`config.mk`:
```
export PLATFORM = sky130hd
export DESIGN_NAME = plc_tx_sequencer
export DESIGN_NICKNAME = d
export VERILOG_FILES = /design/src/rtl/plc_pkg.sv /design/src/rtl/plc_zc_sync.sv /design/src/rtl/plc_ivl_timer.sv /design/src/rtl/plc_pulse_gen.sv /design/src/rtl/plc_tx_sequencer.sv
export SDC_FILE = /design/constraint.sdc
export NUM_CORES = 1
export LEC_CHECK = 0
export ABC_AREA = 1
export ABC_CLOCK_PERIOD_IN_PS = 1900
export BUFFER_PORTS_ARGS = -buffer_cell sky130_fd_sc_hd__buf_2
export CAP_MARGIN = 20
export CORE_ASPECT_RATIO = 0.9
export CORE_MARGIN = 3
export CORE_UTILIZATION = 30
export CTS_CLUSTER_DIAMETER = 120
export DETAILED_ROUTE_END_ITERATION = 16
export MAX_ROUTING_LAYER = met4
export RECOVER_POWER = 100
export SYNTH_ARGS = -nofsm -noshare
export SYNTH_HDL_FRONTEND = slang
export SYNTH_SLANG_ARGS = --single-unit
export TNS_END_PERCENT = 5
```
`constraint.sdc`:
```
create_clock -name clk_i -period 1.9 [get_ports clk_i]
set_clock_uncertainty 0.05 [all_clocks]
set_input_delay 0.285 -clock clk_i [delete_from_list [all_inputs] [get_ports clk_i]]
set_output_delay 0.285 -clock clk_i [all_outputs]
set_load 0.05 [all_outputs]
```
`src/rtl/plc_pkg.sv`:
```
package plc_pkg;

    localparam int SLOTS     = 22;
    localparam int GAP_EDGES = 6;
    localparam int SLOT_W    = $clog2(SLOTS);
    localparam int GAP_W     = $clog2(GAP_EDGES);

    typedef enum logic [1:0] {
        ST_OK      = 2'd0,
        ST_REJECT  = 2'd1,
        ST_NOSYNC  = 2'd2,
        ST_FRAMING = 2'd3
    } status_e;

    typedef enum logic [1:0] {
        PH_IDLE = 2'd0,
        PH_SYNC = 2'd1,
        PH_GAP  = 2'd2,
        PH_SEND = 2'd3
    } phase_e;

    // line nibble for a 4-bit house (or low unit) code
    function automatic logic [3:0] line_nibble(input logic [3:0] code);
        logic [3:0] n;
        unique case (code)
            4'd0:  n = 4'd6;
            4'd1:  n = 4'd14;
            4'd2:  n = 4'd2;
            4'd3:  n = 4'd10;
            4'd4:  n = 4'd1;
            4'd5:  n = 4'd9;
            4'd6:  n = 4'd5;
            4'd7:  n = 4'd13;
            4'd8:  n = 4'd7;
            4'd9:  n = 4'd15;
            4'd10: n = 4'd3;
            4'd11: n = 4'd11;
            4'd12: n = 4'd0;
            4'd13: n = 4'd8;
            4'd14: n = 4'd4;
            default: n = 4'd12;
        endcase
        return n;
    endfunction

    function automatic logic [4:0] key_line(input logic [4:0] key);
        if (key[4]) return {key[3:0], 1'b1};
        return {line_nibble(key[3:0]), 1'b0};
    endfunction

    // bit s of the result is the content of slot s
    function automatic logic [SLOTS-1:0] build_frame(input logic [3:0] house,
                                                     input logic [4:0] key);
        logic [SLOTS-1:0] f;
        logic [3:0] h;
        logic [4:0] k;
        h = line_nibble(house);
        k = key_line(key);
        f[3:0] = 4'b0111;
        for (int i = 0; i < 4; i++) begin
            f[4 + 2*i] = h[3-i];
            f[5 + 2*i] = ~h[3-i];
        end
        for (int i = 0; i < 5; i++) begin
            f[12 + 2*i] = k[4-i];
            f[13 + 2*i] = ~k[4-i];
        end
        return f;
    endfunction

endpackage

```
`src/rtl/plc_zc_sync.sv`:
```
module plc_zc_sync #(
    parameter int unsigned STAGES = 2
) (
    input  logic clk_i,
    input  logic rst_ni,
    input  logic zc_i,
    output logic edge_o
);

    logic [STAGES:0] sh_d, sh_q;

    always_comb begin
        sh_d = {sh_q[STAGES-1:0], zc_i};
    end

    always_ff @(posedge clk_i or negedge rst_ni) begin
        if (!rst_ni) sh_q <= '0;
        else         sh_q <= sh_d;
    end

    assign edge_o = sh_q[STAGES-1] ^ sh_q[STAGES];

endmodule

```
`src/rtl/plc_ivl_timer.sv`:
```
module plc_ivl_timer #(
    parameter int unsigned CNT_W = 8
) (
    input  logic             clk_i,
    input  logic             rst_ni,
    input  logic             restart_i,
    output logic [CNT_W-1:0] cnt_o
);

    logic [CNT_W-1:0] cnt_d, cnt_q;

    always_comb begin
        cnt_d = cnt_q;
        if (restart_i)          cnt_d = '0;
        else if (cnt_q != '1)   cnt_d = cnt_q + 1'b1;
    end

    always_ff @(posedge clk_i or negedge rst_ni) begin
        if (!rst_ni) cnt_q <= '0;
        else         cnt_q <= cnt_d;
    end

    assign cnt_o = cnt_q;

endmodule

```
`src/rtl/plc_pulse_gen.sv`:
```
module plc_pulse_gen #(
    parameter int unsigned PULSE_CYC = 50000
) (
    input  logic clk_i,
    input  logic rst_ni,
    input  logic fire_i,
    input  logic bit_i,
    input  logic abort_i,
    output logic carrier_o
);

    localparam int PW = $clog2(PULSE_CYC + 1);
    localparam logic [PW-1:0] LAST = PW'(PULSE_CYC - 1);

    typedef struct packed {
        logic          on;
        logic [PW-1:0] cnt;
    } pg_t;

    pg_t pg_d, pg_q;

    always_comb begin
        pg_d = pg_q;
        if (abort_i) begin
            pg_d.on = 1'b0;
        end else if (fire_i) begin
            pg_d.on  = bit_i;
            pg_d.cnt = '0;
        end else if (pg_q.on) begin
            if (pg_q.cnt == LAST) pg_d.on  = 1'b0;
            else                  pg_d.cnt = pg_q.cnt + 1'b1;
        end
    end

    always_ff @(posedge clk_i or negedge rst_ni) begin
        if (!rst_ni) pg_q <= '0;
        else         pg_q <= pg_d;
    end

    assign carrier_o = pg_q.on;

    AST_PULSE_LEN: assert property (@(posedge clk_i) disable iff (!rst_ni)
        $fell(carrier_o) |-> ($past(pg_q.cnt) == LAST || $past(abort_i)));

    AST_ZERO_SLOT_QUIET: assert property (@(posedge clk_i) disable iff (!rst_ni)
        (fire_i && !bit_i && !abort_i) |=> !carrier_o);

endmodule

```
`src/rtl/plc_tx_sequencer.sv`:
```
module plc_tx_sequencer
    import plc_pkg::*;
#(
    parameter int unsigned CLK_HZ     = 50_000_000,
    parameter int unsigned PULSE_US   = 1000,
    parameter int unsigned MIN_IVL_US = 6000,
    parameter int unsigned MAX_IVL_US = 8500,
    parameter int unsigned TIMEOUT_US = 250_000,
    parameter int unsigned REP_W      = 8
) (
    input  logic             clk_i,
    input  logic             rst_ni,
    input  logic             zc_i,
    input  logic             req_valid_i,
    output logic             req_ready_o,
    input  logic [4:0]       req_house_i,
    input  logic [5:0]       req_key_i,
    input  logic [REP_W-1:0] req_reps_i,
    output logic             carrier_o,
    output logic             done_o,
    output logic [1:0]       status_o
);

    localparam longint unsigned PULSE_CYC = (64'(CLK_HZ) * PULSE_US)   / 1_000_000;
    localparam longint unsigned MIN_CYC   = (64'(CLK_HZ) * MIN_IVL_US) / 1_000_000;
    localparam longint unsigned MAX_CYC   = (64'(CLK_HZ) * MAX_IVL_US) / 1_000_000;
    localparam longint unsigned TMO_CYC   = (64'(CLK_HZ) * TIMEOUT_US) / 1_000_000;
    localparam int CNT_W = $clog2((TMO_CYC > MAX_CYC ? TMO_CYC : MAX_CYC) + 1);
    localparam logic [CNT_W-1:0] TMO_C  = CNT_W'(TMO_CYC);
    localparam logic [CNT_W-1:0] MAX_C  = CNT_W'(MAX_CYC);
    localparam logic [CNT_W-1:0] MIN_M1 = CNT_W'(MIN_CYC - 1);
    localparam logic [SLOT_W-1:0] LAST_SLOT = SLOT_W'(SLOTS - 1);
    localparam logic [GAP_W-1:0]  LAST_GAP  = GAP_W'(GAP_EDGES - 1);

    typedef struct packed {
        phase_e            ph;
        logic [GAP_W-1:0]  gap;
        logic [SLOT_W-1:0] slot;
        logic [REP_W-1:0]  reps;
        logic [SLOTS-1:0]  frame;
        logic              done;
        status_e           st;
    } ctl_t;

    ctl_t ctl_d, ctl_q;

    logic             zc_edge;
    logic [CNT_W-1:0] ivl_q;
    logic             restart, fire, fire_bit, abort, bad_ivl;
    logic [SLOT_W-1:0] nxt_slot;

    plc_zc_sync #(.STAGES(2)) u_sync (
        .clk_i  (clk_i),
        .rst_ni (rst_ni),
        .zc_i   (zc_i),
        .edge_o (zc_edge)
    );

    plc_ivl_timer #(.CNT_W(CNT_W)) u_timer (
        .clk_i     (clk_i),
        .rst_ni    (rst_ni),
        .restart_i (restart),
        .cnt_o     (ivl_q)
    );

    plc_pulse_gen #(.PULSE_CYC(32'(PULSE_CYC))) u_pulse (
        .clk_i     (clk_i),
        .rst_ni    (rst_ni),
        .fire_i    (fire),
        .bit_i     (fire_bit),
        .abort_i   (abort),
        .carrier_o (carrier_o)
    );

    always_comb begin
        ctl_d    = ctl_q;
        ctl_d.done = 1'b0;
        fire     = 1'b0;
        fire_bit = 1'b0;
        abort    = 1'b0;
        restart  = zc_edge;
        bad_ivl  = (ivl_q >= MAX_C) || (zc_edge && (ivl_q < MIN_M1));
        nxt_slot = ctl_q.slot + 1'b1;
        unique case (ctl_q.ph)
            PH_IDLE: begin
                if (req_valid_i) begin
                    if (req_house_i >= 5'd16 || req_key_i >= 6'd32) begin
                        ctl_d.done = 1'b1;
                        ctl_d.st   = ST_REJECT;
                    end else if (req_reps_i == '0) begin
                        ctl_d.done = 1'b1;
                        ctl_d.st   = ST_OK;
                    end else begin
                        ctl_d.ph    = PH_SYNC;
                        ctl_d.reps  = req_reps_i;
                        ctl_d.frame = build_frame(req_house_i[3:0], req_key_i[4:0]);
                        restart     = 1'b1;
                    end
                end
            end
            PH_SYNC: begin
                if (zc_edge) begin
                    ctl_d.ph  = PH_GAP;
                    ctl_d.gap = '0;
                end else if (ivl_q >= TMO_C) begin
                    ctl_d.ph   = PH_IDLE;
                    ctl_d.done = 1'b1;
                    ctl_d.st   = ST_NOSYNC;
                end
            end
            PH_GAP: begin
                if (bad_ivl) begin
                    ctl_d.ph   = PH_IDLE;
                    ctl_d.done = 1'b1;
                    ctl_d.st   = ST_FRAMING;
                end else if (zc_edge) begin
                    if (ctl_q.gap == LAST_GAP) begin
                        ctl_d.ph   = PH_SEND;
                        ctl_d.slot = '0;
                        fire       = 1'b1;
                        fire_bit   = ctl_q.frame[0];
                    end else begin
                        ctl_d.gap = ctl_q.gap + 1'b1;
                    end
                end
            end
            PH_SEND: begin
                if (bad_ivl) begin
                    abort      = 1'b1;
                    ctl_d.ph   = PH_IDLE;
                    ctl_d.done = 1'b1;
                    ctl_d.st   = ST_FRAMING;
                end else if (zc_edge) begin
                    if (ctl_q.slot == LAST_SLOT) begin
                        if (ctl_q.reps == REP_W'(1)) begin
                            ctl_d.ph   = PH_IDLE;
                            ctl_d.done = 1'b1;
                            ctl_d.st   = ST_OK;
                        end else begin
                            ctl_d.reps = ctl_q.reps - 1'b1;
                            ctl_d.slot = '0;
                            fire       = 1'b1;
                            fire_bit   = ctl_q.frame[0];
                        end
                    end else begin
                        ctl_d.slot = nxt_slot;
                        fire       = 1'b1;
                        fire_bit   = ctl_q.frame[nxt_slot];
                    end
                end
            end
            default: ctl_d.ph = PH_IDLE;
        endcase
    end

    always_ff @(posedge clk_i or negedge rst_ni) begin
        if (!rst_ni) ctl_q <= '0;
        else         ctl_q <= ctl_d;
    end

    assign req_ready_o = (ctl_q.ph == PH_IDLE);
    assign done_o      = ctl_q.done;
    assign status_o    = ctl_q.st;

    AST_REJECT_NEXT: assert property (@(posedge clk_i) disable iff (!rst_ni)
        (req_valid_i && req_ready_o && (req_house_i >= 5'd16 || req_key_i >= 6'd32))
        |=> (done_o && status_o == ST_REJECT));

    AST_IDLE_QUIET: assert property (@(posedge clk_i) disable iff (!rst_ni)
        req_ready_o |-> !carrier_o);

    AST_NOSYNC_FROM_SYNC: assert property (@(posedge clk_i) disable iff (!rst_ni)
        (done_o && status_o == ST_NOSYNC) |-> $past(ctl_q.ph == PH_SYNC));

    AST_SILENCE_QUIET: assert property (@(posedge clk_i) disable iff (!rst_ni)
        (ctl_q.ph == PH_SYNC || ctl_q.ph == PH_GAP) |-> !carrier_o);

    AST_FRAMING_DROPS: assert property (@(posedge clk_i) disable iff (!rst_ni)
        (done_o && status_o == ST_FRAMING) |-> !carrier_o);

    AST_DONE_SINGLE: assert property (@(posedge clk_i) disable iff (!rst_ni)
        done_o |=> !done_o);

endmodule

```
# [Word level (Yosys, flattened, before mapping)]
# Memories as Yosys holds them, arrays and structs flattened.
# Index checks and enable logic that the tools add are counted.
[word_totals] regBits=86 latchBits=0 mem_bits_rw=0 mem_bits_ro=128 input_bits=23 out_inout_bits=5 wordCells=170 mem_count=2
[memory_table] name="(name not given)" words=16 word_bits=4 read_ports=1 rd_clocked_by_memory_dff=0 wr=0 line="plc_pkg.sv:25" rtl="unique case (code)"
[memory_table] name="(name not given)" words=16 word_bits=4 read_ports=1 rd_clocked_by_memory_dff=0 wr=0 line="plc_pkg.sv:25"
[classes] add_sub_neg=5 n_mul=0 div_mod_pow=0 n_lt_le_gt_ge=6 n_eq_ne=32 n_shift=0 n_mux=84 bitwise=13 reduce_logical=17
[op_table] cell="2-to-1 mux 30 bit" n=2
[op_table] cell="2-to-1 mux 24 bit" n=2
[op_table] cell="2-to-1 mux 5 bit" n=8
[op_table] cell="2-to-1 mux 13 bit" n=3
[op_table] cell="2-to-1 mux 17 bit" n=2
[op_table] cell="2-to-1 mux 3 bit" n=11
[op_table] cell="2-to-1 mux 33 bit" n=1
[op_table] cell="!= test 2 bit (second input constant)" n=16
[op_table] cell="2-to-1 mux 1 bit" n=28
[op_table] cell="adder 24 x 1 -> 24 bit (second input constant)" n=1
[op_table] cell="greater-or-equal comparator 24 x 19 -> 1 bit (second input constant)" n=1
[op_table] cell="greater-or-equal comparator 24 bit (second input constant)" n=1
[op_table] cell="< comparator 24 x 19 -> 1 bit (second input constant)" n=1
[op_table] cell="!= test 24 bit (second input constant)" n=1
[op_table] cell="2-to-1 mux 2 bit" n=11
[op_table] cell="!= test 3 bit (second input constant)" n=7
[op_table] cell="adder 16 x 1 -> 16 bit (second input constant)" n=1
[op_table] cell="== test 16 bit (second input constant)" n=1
[op_table] cell="2-to-1 mux 16 bit" n=1
[op_table] cell="2-to-1 mux 4 bit" n=4
[op_table] cell="2-to-1 mux 8 bit" n=2
[op_table] cell="case mux 8 bit (2 select lines)" n=1
[op_table] cell="AND reduction 8 bit" n=2
[op_table] cell="inverter 1 bit" n=12
[op_table] cell="30 further kinds" n=37

# [Logic depth before layout (Yosys ltp)]
[depth] ltp_word=15 ltp_mapped=14 mapped_depth_nobuf=14

# [Cells and area by module]
# Synthesis repeated with hierarchy kept, for this count alone.
[hier_totals] cells_unflattened=813 hier_area_um2=5734.2
[modules_own_cells] mod="plc_tx_sequencer" n_inst=1 cells_each=427 area_per_inst_um2=2944.1 seq_area_each_um2=1001.0
[modules_own_cells] mod="plc_ivl_timer" n_inst=1 cells_each=218 area_per_inst_um2=1535.2 seq_area_each_um2=600.6
[modules_own_cells] mod="plc_pulse_gen" n_inst=1 cells_each=160 area_per_inst_um2=1161.1 seq_area_each_um2=425.4
[modules_own_cells] mod="plc_zc_sync" n_inst=1 cells_each=8 area_per_inst_um2=93.8 seq_area_each_um2=75.1

# [Least setup slack after synthesis]
# Ideal clock, no wire load.
[synth_path] kind="flip-flop to flip-flop" start="register ctl_q[42] (netlist bit)" end="register u_timer.cnt_q[9] (netlist: u_timer.cnt_o[9])" setup_ns=0.120 arrival_ns=2.181 required_time_ns=1.730 path_slack_ns=-0.451 path_stages_with_launch=10 n_path_buf=2 synth_period_minus_slack_ns=2.351 cell_sequence="dfrtp_1 -> buf_2 -> nor2_1 -> inv_1 -> nor2_1 -> nand2_1 -> nand2_1 -> buf_2 -> inv_1 -> and3_1"
[synth_via] elab_chain_len=3 word_cells_on_any_way=4 classes_between="mux (2); reduce/logical (2)"
[synth_lines] element="start: declaration" line="plc_tx_sequencer.sv:45" rtl="ctl_t ctl_d, ctl_q;"
[synth_lines] element="start signal: assignment" line="plc_tx_sequencer.sv:158" rtl="else ctl_q <= ctl_d;"
[synth_lines] element="logical NOT 2 bit (*)"
[synth_lines] element="via req_ready_o" line="plc_tx_sequencer.sv:15" rtl="output logic req_ready_o,"
[synth_lines] element="2-to-1 mux 1 bit (*)" line="plc_tx_sequencer.sv:84" rtl="unique case (ctl_q.ph)"
[synth_lines] element="2-to-1 mux 24 bit or nonzero test 2 bit (tied branches)"
[synth_lines] element="end signal: assignment" line="plc_ivl_timer.sv:20" rtl="else cnt_q <= cnt_d;"
[synth_lines] element="end: declaration" line="plc_ivl_timer.sv:10" rtl="logic [CNT_W-1:0] cnt_d, cnt_q;"
# The timed path passes the listed nets; every way through them passes the cells marked *.
# A chain may end at the register's enable or synchronous reset.

# [Worst setup path after layout]
[layout_path] start="register u_timer.cnt_q[9] (netlist: u_timer.cnt_o[9])" end="register u_timer.cnt_q[21] (netlist: u_timer.cnt_o[21])"
[layout_via] elab_chain_len=3 word_cells_on_any_way=5 classes_between="add/sub (1); eq/ne (1); mux (2); reduce/logical (1)"
[layout_lines] element="adder 24 x 1 -> 24 bit" line="plc_ivl_timer.sv:15" rtl="else if (cnt_q != '1) cnt_d = cnt_q + 1'b1;"
[layout_lines] element="2-to-1 mux 24 bit" line="plc_ivl_timer.sv:15"
[layout_lines] element="2-to-1 mux 24 bit" line="plc_ivl_timer.sv:14" rtl="if (restart_i) cnt_d = '0;"
# Parallel ways exist; a longest one is shown, timed or not. The select of a mux whose other input is x is not followed.

==> impl_summary.md <==
Worst hold path
In this run the most critical hold path is launched from req_house_i[0]. In this run the worst hold path is classified as input port to flip-flop.

Routing
The number of design rule violations left after detail routing is 0. The routed design has 13500 µm of wire. The routed layout has about 5000 vias.

The average wire length per cell after detail routing is 12.5 µm. The via density per instance is 4.60. After the first detailed-routing iteration, the DRC count stood at 302. The number of detailed-route iterations in the first pass is 5.

The number of nets with antenna violations after routing is 0.

STA
The worst slew margin relative to its limit is 0.544. The number of endpoints failing setup at the final stage is 0. Setup repair after global routing could not meet its margin everywhere.

The achievable frequency is between 500 and 600 MHz. The transition time at the pin with the least slew margin is 0.684 ns. The final critical-path required period is roughly 1.9 ns. The post-route fraction of the period consumed by the critical path is 0.996. The number of hold violations in the final report is 0. The final count of pins violating max slew is 0. The post-layout worst setup margin is 0.00804 ns.

Synth
Counting distinct cell types in the post-synthesis netlist gives 50. Summed over all instances, the cell type with the most area after synthesis is sky130_fd_sc_hd__dfrtp_1. By area the synthesized netlist is led by sky130_fd_sc_hd__dfrtp_1, sky130_fd_sc_hd__nand2_1, sky130_fd_sc_hd__nor2_1. The register area share after synthesis is 0.395. The leading register cell type out of synthesis is sky130_fd_sc_hd__dfrtp_1.

The mapped cell area is roughly 5300 µm². Synthesis produced 716 cells. Counting flops and latches in the post-synthesis netlist gives 84. The async set-or-reset flop fraction in the synthesized netlist is 1.00. The number of synthesis warnings is 0.

Dividing the synthesized area by the synthesized cell count gives 7.44 µm². The number of nets handed over by synthesis was 752. The count of flip-flops with a built-in enable after synthesis is 0. The fraction of post-synthesis cell area in the top cell type by area is 0.395.

Clocking
The number of sinks driven by the clock tree is between 80 and 90. After clock tree synthesis, the clock-pin slew on the worst setup and hold paths is 0.07 ns. Buffers inserted during clock tree synthesis total 9. The root buffer cell chosen for the clock tree is sky130_fd_sc_hd__clkbuf_16.

The TritonCTS clock tree is built. The number of H-tree levels is 3. At the later pin of the worst-skew pair, clock insertion delay measures 0.35 ns. The maximum buffer depth of the clock tree is 2.

Floorplanning
In this run the count of I/O pins placed on the die edge is 28. The floorplan step set the die width to 146 µm. The die outline area is just under 20000 µm². Measured along the y axis, the die boundary spans 132 µm. The area of the core is 17100 µm². The initial standard-cell utilization of the core is 0.311. Row generation in the floorplan step produced 45 rows.

Flow run
Max-cap violations in this run came to 0.

Worst setup path
The buffering stage count on the worst path with inverters included is 2. For this run, the slowest stage of the critical path takes 0.42 ns. STA puts the critical path data arrival time at 2.06 ns. The launch point of the worst reg-to-reg path is u_timer.cnt_o[9].

STA classifies the critical path startpoint as a flip-flop. The path type of the worst setup path is flip-flop to flip-flop. Traced cell by cell, the critical path runs through nand2_1 > nor2_2 > buf_4 > inv_1 > nor3_2 > and3_1 > nand4_1 > nand2_1 > o21ai_0. By instance count, the cell type seen most on the critical path is sky130_fd_sc_hd__nand2_1.

Among all stages on the critical path, the largest delay is contributed by sky130_fd_sc_hd__dfrtp_1. STA classifies the critical path endpoint as a flip-flop. Among cell families on the critical path, the largest total delay comes from simple AND/OR/NAND/NOR gates. The worst-path maximum fanout is 4. Data on the critical path is required at its endpoint by a little over 2 ns.

The start point of the critical path is u_timer.cnt_o[9].

Run status
The run finished with clean final reports.

Pwr
The leakage power figure is 3.21 nW. The total power is 6.62 mW. The power density over cell area is 947 nW/µm². Across the VDD grid, the largest voltage drop is 0.000463 V.

Global routing
The initial antenna violation count is 0. Entering global routing, the biggest net connects 32 pins. The global-route total usage across every layer is 0.145. The number of global-route vias before repair is 4822. The first global-routing pass estimated 22700 µm of wire. For this run the aggregate overflow at the end of global routing stands at 0.

Placed design
OpenSTA, run right after detailed placement, puts the worst setup slack at -0.0737 ns. The placer congestion estimate is 0.911. The placed wire-length estimate after detailed placement is 9700 µm. The number of I/O port buffers is 27.

Cells and area
The share of post-route cells with drive strength above 1 is 0.286. The repair_antennas step left the layout with diodes totalling 0. After the last flow step, the layout net total stands at approximately 900. Fill cells in the final layout number 1774. The area growth from synthesis to layout is 31.2%.
==> sequential cells by signal, indices dropped and copies added, names as in the netlist <==
name	count
u_pulse.pg_q	16
ctl_q	37
status_o	2
u_pulse.carrier_o	1
u_sync.sh_q	3
u_timer.cnt_o	24
done_o	1
==> synth_stat cells, types with 3 or more instances <==
master                     number
sky130_fd_sc_hd__nand2_1      170
sky130_fd_sc_hd__o21ai_1        4
sky130_fd_sc_hd__inv_2          5
sky130_fd_sc_hd__clkbuf_1       5
sky130_fd_sc_hd__nor2_2         4
sky130_fd_sc_hd__a21oi_1       29
sky130_fd_sc_hd__xnor2_1        5
sky130_fd_sc_hd__ha_1          13
sky130_fd_sc_hd__xor2_1        24
sky130_fd_sc_hd__nand3_1       50
sky130_fd_sc_hd__o21ai_0       38
sky130_fd_sc_hd__dfrtp_1       84
sky130_fd_sc_hd__o21a_1         7
sky130_fd_sc_hd__buf_4          3
sky130_fd_sc_hd__nor2_1        90
sky130_fd_sc_hd__o21ai_2       13
sky130_fd_sc_hd__nor4_1         6
sky130_fd_sc_hd__nand3b_1       3
sky130_fd_sc_hd__nor3_1        18
sky130_fd_sc_hd__o31ai_1        4
sky130_fd_sc_hd__buf_2          6
sky130_fd_sc_hd__buf_6          5
sky130_fd_sc_hd__o22ai_1        8
sky130_fd_sc_hd__or2_2          4
sky130_fd_sc_hd__inv_1         76
sky130_fd_sc_hd__nand4_1       13
==> cell families after synthesis <==
family,after synthesis,synth area share
buffers and inverters,102,0.0824
AOI/OAI and AO/OA,115,0.132
xor gates and xnor gates,30,0.0507
adders and majority gates,13,0.0305
DFF,84,0.395
and+or+nand+nor,372,0.310
==> routing by layer <==
metal | up-vias | share of wire | track usage
li1 | 2588 | - | -
met1 | 2270 | 0.53 | 0.206
met2 | 89 | 0.42 | 0.208
met3 | 21 | 0.034 | 0.0219
met4 | 0 | 0.023 | 0.0596
met5 | - | 0 | -
==> through the flow <==
stage	util	hold slack (ns)	cell area [µm²]	std cells	TNS (ns)
floorplan	-	-0.0606	5340	716	0
global placement	0.375	0.188	6420	1056	-0.690
detailed placement	0.375	0.190	6420	1056	-1.18
CTS	0.395	0.113	6750	1075	-0.0283
global route	0.408	0.157	6990	1079	-3.13
finish	0.408	0.119	6990	1079	0
==> path summary, 6_finish.rpt <==
kind | end | cells after the start | slack (ns)
max | u_timer.cnt_o[21] | 9 | 0.008
min | ctl_q[7] | 3 | 0.12
max reg2reg | u_timer.cnt_o[21] | 9 | 0.008
min reg2reg | u_sync.sh_q[1] | 0 | 0.30
max in group asynchronous | u_timer.cnt_o[10] | 3 | 0.35
min in group asynchronous | u_pulse.pg_q[3] | 2 | 0.46
==> tightest hold or removal path: stages <==
cell and delay [ns]:
sky130_fd_sc_hd__buf_2 0.08, sky130_fd_sc_hd__nand2_1 0.06, sky130_fd_sc_hd__nand2_1 0.06
==> final cells by class <==
cell class | instances | area [µm²] | area share
clock inverter | 6 | 48.8 | 0.00698
sequential | 84 | 2100 | 0.301
inverter | 83 | 320 | 0.0458
timing repair buffer | 130 | 931 | 0.133
multi-input combinational | 531 | 3060 | 0.438
tap | 235 | 294 | 0.0421
clock buffer | 10 | 229 | 0.0328
==> timing repair <==
action | in CTS | in global routing
cloned | 0 | 1
setup buffers | 1 | 3
hold buffers | 2 | 0
resized for setup | 10 | 75
setup endpoints to repair | 33 | 59
endpoints found under the hold margin | 27 | 0
pin swaps | 2 | 16
==> power breakdown <==
group | leakage [nW] | internal [mW] | switching [mW]
Combinational | 1.99 | 0.988 | 1.55
Sequential | 1.09 | 2.17 | 0.239
Clock | 0.137 | 0.898 | 0.773
==> layout by cell type (no fill, tap or decap), drive strengths merged, types with 3 or more instances in the layout <==
| cell | instances |
|---|---|
| o21ai | 56 |
| nand4 | 15 |
| buf | 116 |
| ha | 13 |
| o31ai | 4 |
| nand3 | 51 |
| nand3b | 3 |
| a21oi | 29 |
| xnor2 | 5 |
| clkbuf | 22 |
| or2 | 5 |
| nor2 | 96 |
| o21a | 7 |
| dfrtp | 84 |
| inv | 82 |
| nand2 | 173 |
| nor4 | 7 |
| clkinv | 6 |
| nor3 | 19 |
| o22ai | 8 |
| xor2 | 25 |
No activity file was read; power rests on OpenSTA's default activity.
